### src/rtl/lcp_pkg.sv
package lcp_pkg;
  typedef enum logic [2:0] {
    K_PLAIN  = 3'd0,
    K_IMM16  = 3'd1,
    K_IMM32  = 3'd2,
    K_BLK_ST = 3'd3,
    K_BLK_LD = 3'd4
  } op_kind_e;
endpackage

### src/rtl/lcp_fetch_rule.sv
// One extra cycle when an immediate-carrying instruction lands on a
// line-end halfword slot directly after a taken jump.
module lcp_fetch_rule
  import lcp_pkg::*;
#(
  parameter int PC_W      = 32,
  parameter int LINE_LOG2 = 5
) (
  input  logic [PC_W-1:0] pc,
  input  logic            after_jump,
  input  op_kind_e        kind,
  output logic            extra
);
  localparam int SLOT_W = LINE_LOG2 - 1;
  localparam logic [SLOT_W-1:0] SLOT_LAST = '1;
  localparam logic [SLOT_W-1:0] SLOT_PREV = SLOT_LAST - 1'b1;

  logic [SLOT_W-1:0] slot;
  assign slot = pc[LINE_LOG2-1:1];

  always_comb begin
    extra = 1'b0;
    if (after_jump) begin
      unique case (kind)
        K_IMM16: extra = (slot == SLOT_LAST);
        K_IMM32: extra = (slot == SLOT_PREV);
        default: extra = 1'b0;
      endcase
    end
  end
endmodule

### src/rtl/lcp_span_rule.sv
// Counts cache-line boundaries crossed by a block transfer span.
module lcp_span_rule #(
  parameter int ADDR_W    = 32,
  parameter int CNT_W     = 5,
  parameter int LINE_LOG2 = 5,
  parameter int WORD_LOG2 = 2
) (
  input  logic [ADDR_W-1:0] addr,
  input  logic [CNT_W-1:0]  count,
  input  logic              is_store,
  output logic [1:0]        pen,
  output logic              err
);
  localparam int SPAN_W = ADDR_W + 1;
  localparam int IDX_W  = SPAN_W - LINE_LOG2;

  logic [SPAN_W-1:0] bytes;
  logic [SPAN_W-1:0] last_byte;
  logic [IDX_W-1:0]  first_line;
  logic [IDX_W-1:0]  delta;
  logic              too_far;

  assign bytes      = SPAN_W'(count) << WORD_LOG2;
  assign last_byte  = {1'b0, addr} + bytes - SPAN_W'(1);
  assign first_line = {1'b0, addr[ADDR_W-1:LINE_LOG2]};
  assign delta      = last_byte[SPAN_W-1:LINE_LOG2] - first_line;
  assign too_far    = (delta > IDX_W'(2));

  assign pen = too_far ? 2'd0 : delta[1:0];
  assign err = is_store && (too_far || (count == '0));
endmodule

### src/rtl/line_cross_penalty.sv
module line_cross_penalty
  import lcp_pkg::*;
#(
  parameter int ADDR_W    = 32,
  parameter int CNT_W     = 5,
  parameter int LINE_LOG2 = 5,
  parameter int WORD_LOG2 = 2
) (
  input  logic              clk,
  input  logic              rst,
  input  logic              req_valid,
  input  logic [2:0]        req_kind,
  input  logic [ADDR_W-1:0] req_pc,
  input  logic              req_after_jump,
  input  logic [ADDR_W-1:0] blk_addr,
  input  logic [CNT_W-1:0]  blk_count,
  output logic              res_valid,
  output logic [1:0]        res_penalty,
  output logic              res_error
);
  op_kind_e   kind;
  logic       fetch_extra;
  logic [1:0] span_pen;
  logic       span_err;
  logic [1:0] next_pen;
  logic       next_err;

  assign kind = op_kind_e'(req_kind);

  lcp_fetch_rule #(.PC_W(ADDR_W), .LINE_LOG2(LINE_LOG2)) u_fetch (
    .pc         (req_pc),
    .after_jump (req_after_jump),
    .kind       (kind),
    .extra      (fetch_extra)
  );

  lcp_span_rule #(
    .ADDR_W(ADDR_W), .CNT_W(CNT_W),
    .LINE_LOG2(LINE_LOG2), .WORD_LOG2(WORD_LOG2)
  ) u_span (
    .addr     (blk_addr),
    .count    (blk_count),
    .is_store (kind == K_BLK_ST),
    .pen      (span_pen),
    .err      (span_err)
  );

  always_comb begin
    next_pen = 2'd0;
    next_err = 1'b0;
    case (kind)
      K_IMM16, K_IMM32: next_pen = {1'b0, fetch_extra};
      K_BLK_ST: begin
        next_err = span_err;
        next_pen = span_err ? 2'd0 : span_pen;
      end
      K_BLK_LD: next_pen = span_pen;
      default: ;
    endcase
  end

  always_ff @(posedge clk) begin
    if (rst) begin
      res_valid   <= 1'b0;
      res_penalty <= 2'd0;
      res_error   <= 1'b0;
    end else begin
      res_valid   <= req_valid;
      res_penalty <= req_valid ? next_pen : 2'd0;
      res_error   <= req_valid ? next_err : 1'b0;
    end
  end


  res_follows_req_chk: assert property (@(posedge clk) disable iff (rst)
    req_valid |=> res_valid);

  no_spurious_res_chk: assert property (@(posedge clk) disable iff (rst)
    !req_valid |=> (!res_valid && res_penalty == 2'd0 && !res_error));

  err_pen_zero_chk: assert property (@(posedge clk) disable iff (rst)
    res_error |-> (res_penalty == 2'd0));

  err_only_store_chk: assert property (@(posedge clk) disable iff (rst)
    (req_valid && req_kind != 3'd3) |=> !res_error);

  nojump_imm_zero_chk: assert property (@(posedge clk) disable iff (rst)
    (req_valid && !req_after_jump && (req_kind == 3'd1 || req_kind == 3'd2))
    |=> (res_penalty == 2'd0));

  plain_zero_chk: assert property (@(posedge clk) disable iff (rst)
    (req_valid && (req_kind == 3'd0 || req_kind > 3'd4))
    |=> (res_penalty == 2'd0 && !res_error));

  imm_pen_max_one_chk: assert property (@(posedge clk) disable iff (rst)
    (req_valid && (req_kind == 3'd1 || req_kind == 3'd2))
    |=> (res_penalty <= 2'd1));

  pen_range_chk: assert property (@(posedge clk) disable iff (rst)
    res_penalty != 2'd3);
endmodule

### config.mk
export PLATFORM = sky130hd
export DESIGN_NAME = line_cross_penalty
export DESIGN_NICKNAME = d
export VERILOG_FILES = /design/src/rtl/lcp_pkg.sv /design/src/rtl/lcp_fetch_rule.sv /design/src/rtl/lcp_span_rule.sv /design/src/rtl/line_cross_penalty.sv
export SDC_FILE = /design/constraint.sdc
export NUM_CORES = 1
export LEC_CHECK = 0
export BUFFER_PORTS_ARGS = -buffer_cell sky130_fd_sc_hd__buf_4
export CORE_ASPECT_RATIO = 1.4
export CORE_MARGIN = 2
export CORE_UTILIZATION = 50
export CTS_CLUSTER_DIAMETER = 100
export DETAILED_ROUTE_END_ITERATION = 10
export PLACE_DENSITY = 0.87
export SYNTH_ARGS = -nofsm -noshare
export SYNTH_HDL_FRONTEND = slang
export SYNTH_HIERARCHICAL = 1
export SYNTH_SLANG_ARGS = --single-unit
### constraint.sdc
create_clock -name clk -period 7 [get_ports clk]
set_input_delay 0.7 -clock clk [delete_from_list [all_inputs] [get_ports clk]]
set_output_delay 0.7 -clock clk [all_outputs]
set_load 0.02 [all_outputs]
==> flow_metrics.env <==
export IMPL_synth_cells=476
export IMPL_min_path_cells=2
export IMPL_worst_pin_slew_ns=0.442
export IMPL_whs_endpoint="res_penalty[0]"
export IMPL_path_max_fanout=3
export IMPL_synth_top_family_by_area="compound AO/OA/AOI/OAI gates"
export IMPL_antenna_found_initial=0
export IMPL_final_util=0.660
export IMPL_wl_um=8720
export IMPL_hold_path_class="primary input to flop"
export IMPL_arrival_ns=6.83
export IMPL_ctsHoldBuffers=0
export IMPL_ant_nets=0
export IMPL_synthTopCellsByArea="ha_1 24%, inv_1 7.5%, a21oi_1 6.7%, xnor2_1 6.7%, nor2_1 4.9%"
export IMPL_dpl_hpwl_um=7280
export IMPL_yosys_area_top_type="ha_1"
export IMPL_rows=34
export IMPL_ys_seq_area_frac=0.0245
export IMPL_die_area_um2=7220
export IMPL_final_layout_size_suffix_gt1_frac=0.224
export IMPL_core_area_um2=6250
export IMPL_timing_final_crit_share=0.960
export IMPL_synth_seq_cells=4
export IMPL_p_leak_nw=2.07
export IMPL_htreeDepth=1
export IMPL_slew_viol_final=0
export IMPL_startpoint="blk_count[1]"
export IMPL_finalNetCount=704
export IMPL_synthMuxAreaShare=0.00956
export IMPL_io_buffers=51
export IMPL_synth_edff_count=0
export IMPL_gp_congestion=0.880
export IMPL_synthAdderAreaFrac=0.243
export IMPL_max_freq_mhz=149
export IMPL_vias=3853
export IMPL_initial_core_util=0.523
export IMPL_async_reset_ff_frac=0
export IMPL_run_status="finished clean"
export IMPL_grt_max_degree=11
export IMPL_die_x_um=72.4
export IMPL_synth_ff_type="dfxtp_1"
export IMPL_slew_headroom=0.703
export IMPL_grt_pass1_wl_um=14700
export IMPL_syn2layout_area_growth_pct=26.1
export IMPL_cap_violations=0
export IMPL_grt_ovfl_total=0
export IMPL_netlist_area_um2=3270
export IMPL_drtIter0Drc=167
export IMPL_first_pass_iters=6
export IMPL_crit_path_start_kind="primary input"
export IMPL_total_power_mw=0.741
export IMPL_syn_area_per_cell_um2=6.87
export IMPL_end_kind="flop"
export IMPL_ios=80
export IMPL_synth_warnings=6
export IMPL_powerDensity_nw_per_um2=180
export IMPL_cts_tree="done"
export IMPL_whs_ns=0.658
export IMPL_required_ns=7.11
export IMPL_syn_nets=615
export IMPL_finalHoldViolCount=0
export IMPL_cts_buffers=3
export IMPL_remaining_drc_errors=0
export IMPL_timing_final_crit_period_ns=6.72
export IMPL_synth_compound_area_frac=0.322
export IMPL_clkSlewWorstSetupHoldPaths_ns=0.03
export IMPL_clk_root_buffer_cell="clkbuf_8"
export IMPL_antenna_cells=0
export IMPL_ir_drop_mv=0.0757
export IMPL_detail_route_wl_per_cell_um=13.7
export IMPL_worstHoldStart="rst"
export IMPL_yosysUniqueCellTypes=61
export IMPL_yosys_area_share_simple=0.224
export IMPL_crit_type="primary input to flop"
export IMPL_synth_xor_area_frac=0.0910
export IMPL_vias_per_cell=6.07
export IMPL_clockBufferDepth=2
export IMPL_cts_sinks=4
export IMPL_synth_top_cell_area_share=0.237
export IMPL_grt_pass1_vias=3776
export IMPL_grt_usage=0.237
export IMPL_die_h_um=99.7
export IMPL_setup_viol=0
## synth_stat cells, types with 10 or more instances
cell      n
nor2_1   43
nor3_1   10
o21ai_0  26
xnor2_1  25
o21a_1   12
ha_1     62
a21oi_1  44
nand3_1  12
nand2_1  24
a21o_1   17
inv_1    65
## per-layer routing
| metal | track usage | routed length, um | up-vias | share of wire |
|---|---|---|---|---|
| li1 | - | - | 1900 | - |
| met5 | 0 | 0 | - | 0 |
| met4 | 0.0929 | 291 | 0 | 0.033 |
| met3 | 0.0111 | 266 | 33 | 0.030 |
| met1 | 0.241 | 3350 | 1810 | 0.38 |
| met2 | 0.481 | 4810 | 110 | 0.55 |
## how the worst max path moves through the flow
stage                     end  slack, ns  cells after the start
2_1_floorplan  res_penalty[0]       0.58                     29
3_3_place_gp   res_penalty[0]      -0.15                     28
4_1_cts        res_penalty[0]       0.03                     28
3_5_place_dp   res_penalty[0]      -0.23                     29
6_report       res_penalty[0]       0.28                     27
5_1_grt        res_penalty[0]      -0.11                     28
## cells in the final DEF, fill, tap and decap left out, drive strengths merged, types with 4 or more instances in the layout
cell	n
o21ai	28
and2	4
nor2	43
xor2	9
nand4	9
nor2b	7
nor3	10
o21bai	6
nand2b	7
o21a	12
a211oi	8
ha	62
o211ai	5
buf	92
inv	65
and3	4
o2111ai	7
nand2	24
a21o	19
xnor2	25
dfxtp	4
or2	4
a31oi	4
a21oi	44
nand3	12
nand3b	5
## logic make-up after synthesis
group | count (synthesis)
simple gates | 143
fa+ha+maj | 63
flops | 4
xor+xnor | 34
compound gates | 156
mux | 3
buf+inv | 73
## critical path, cell delays in order
cell	delay, ns
buf_4	0.08
inv_1	0.05
ha_1	0.28
inv_1	0.04
ha_1	0.27
o21ai_1	0.08
a221oi_2	0.32
nand4_1	0.25
a211o_1	0.33
o21a_1	0.22
o21bai_1	0.19
o21bai_1	0.19
buf_4	0.15
xor2_1	0.16
ha_1	0.26
a211o_1	0.32
and3_1	0.18
a2111oi_2	0.37
o2111ai_1	0.21
nor4_2	0.31
nand4_1	0.13
nor4_2	0.21
o2111ai_2	0.23
o41a_1	0.43
nand3b_1	0.16
a311o_1	0.35
a2111oi_2	0.35
## through the flow
step / area (um2) / std cells / setup slack [ns] / TNS [ns]
2_1_floorplan: 3270 / 476 / 0.576 / 0
3_3_place_gp: 3990 / 628 / -0.153 / -0.153
3_5_place_dp: 3990 / 628 / -0.232 / -0.232
4_1_cts: 4040 / 631 / 0.0284 / 0
5_1_grt: 4130 / 635 / -0.112 / -0.112
6_report: 4130 / 635 / 0.280 / 0
## flip-flops by register name (all words and copies together), names as in the netlist
signal and cells:
res_penalty 2, res_error 1, res_valid 1
## cell type report
type	instances	area, um2
fillers	532	2130
flip-flops and latches	4	80.1
repair buffers	92	691
clock buffers	3	41.3
well taps	72	90.1
inverters	65	244
multi-input cells	399	2980
## what timing repair did
item / in CTS / in global routing
gates resized for setup: 1 / 18
endpoints found under the setup margin: 1 / 1
pin swaps: 0 / 11
setup buffers: 0 / 4
## report_power, final
part / leakage [nW] / internal, mW / switching [mW]
Combinational: 2.02 / 0.308 / 0.361
Clock: 0.0216 / 0.0367 / 0.0119
Sequential: 0.0325 / 0.0234 / 0.0000833
Power figures use the tool's default switching activity.
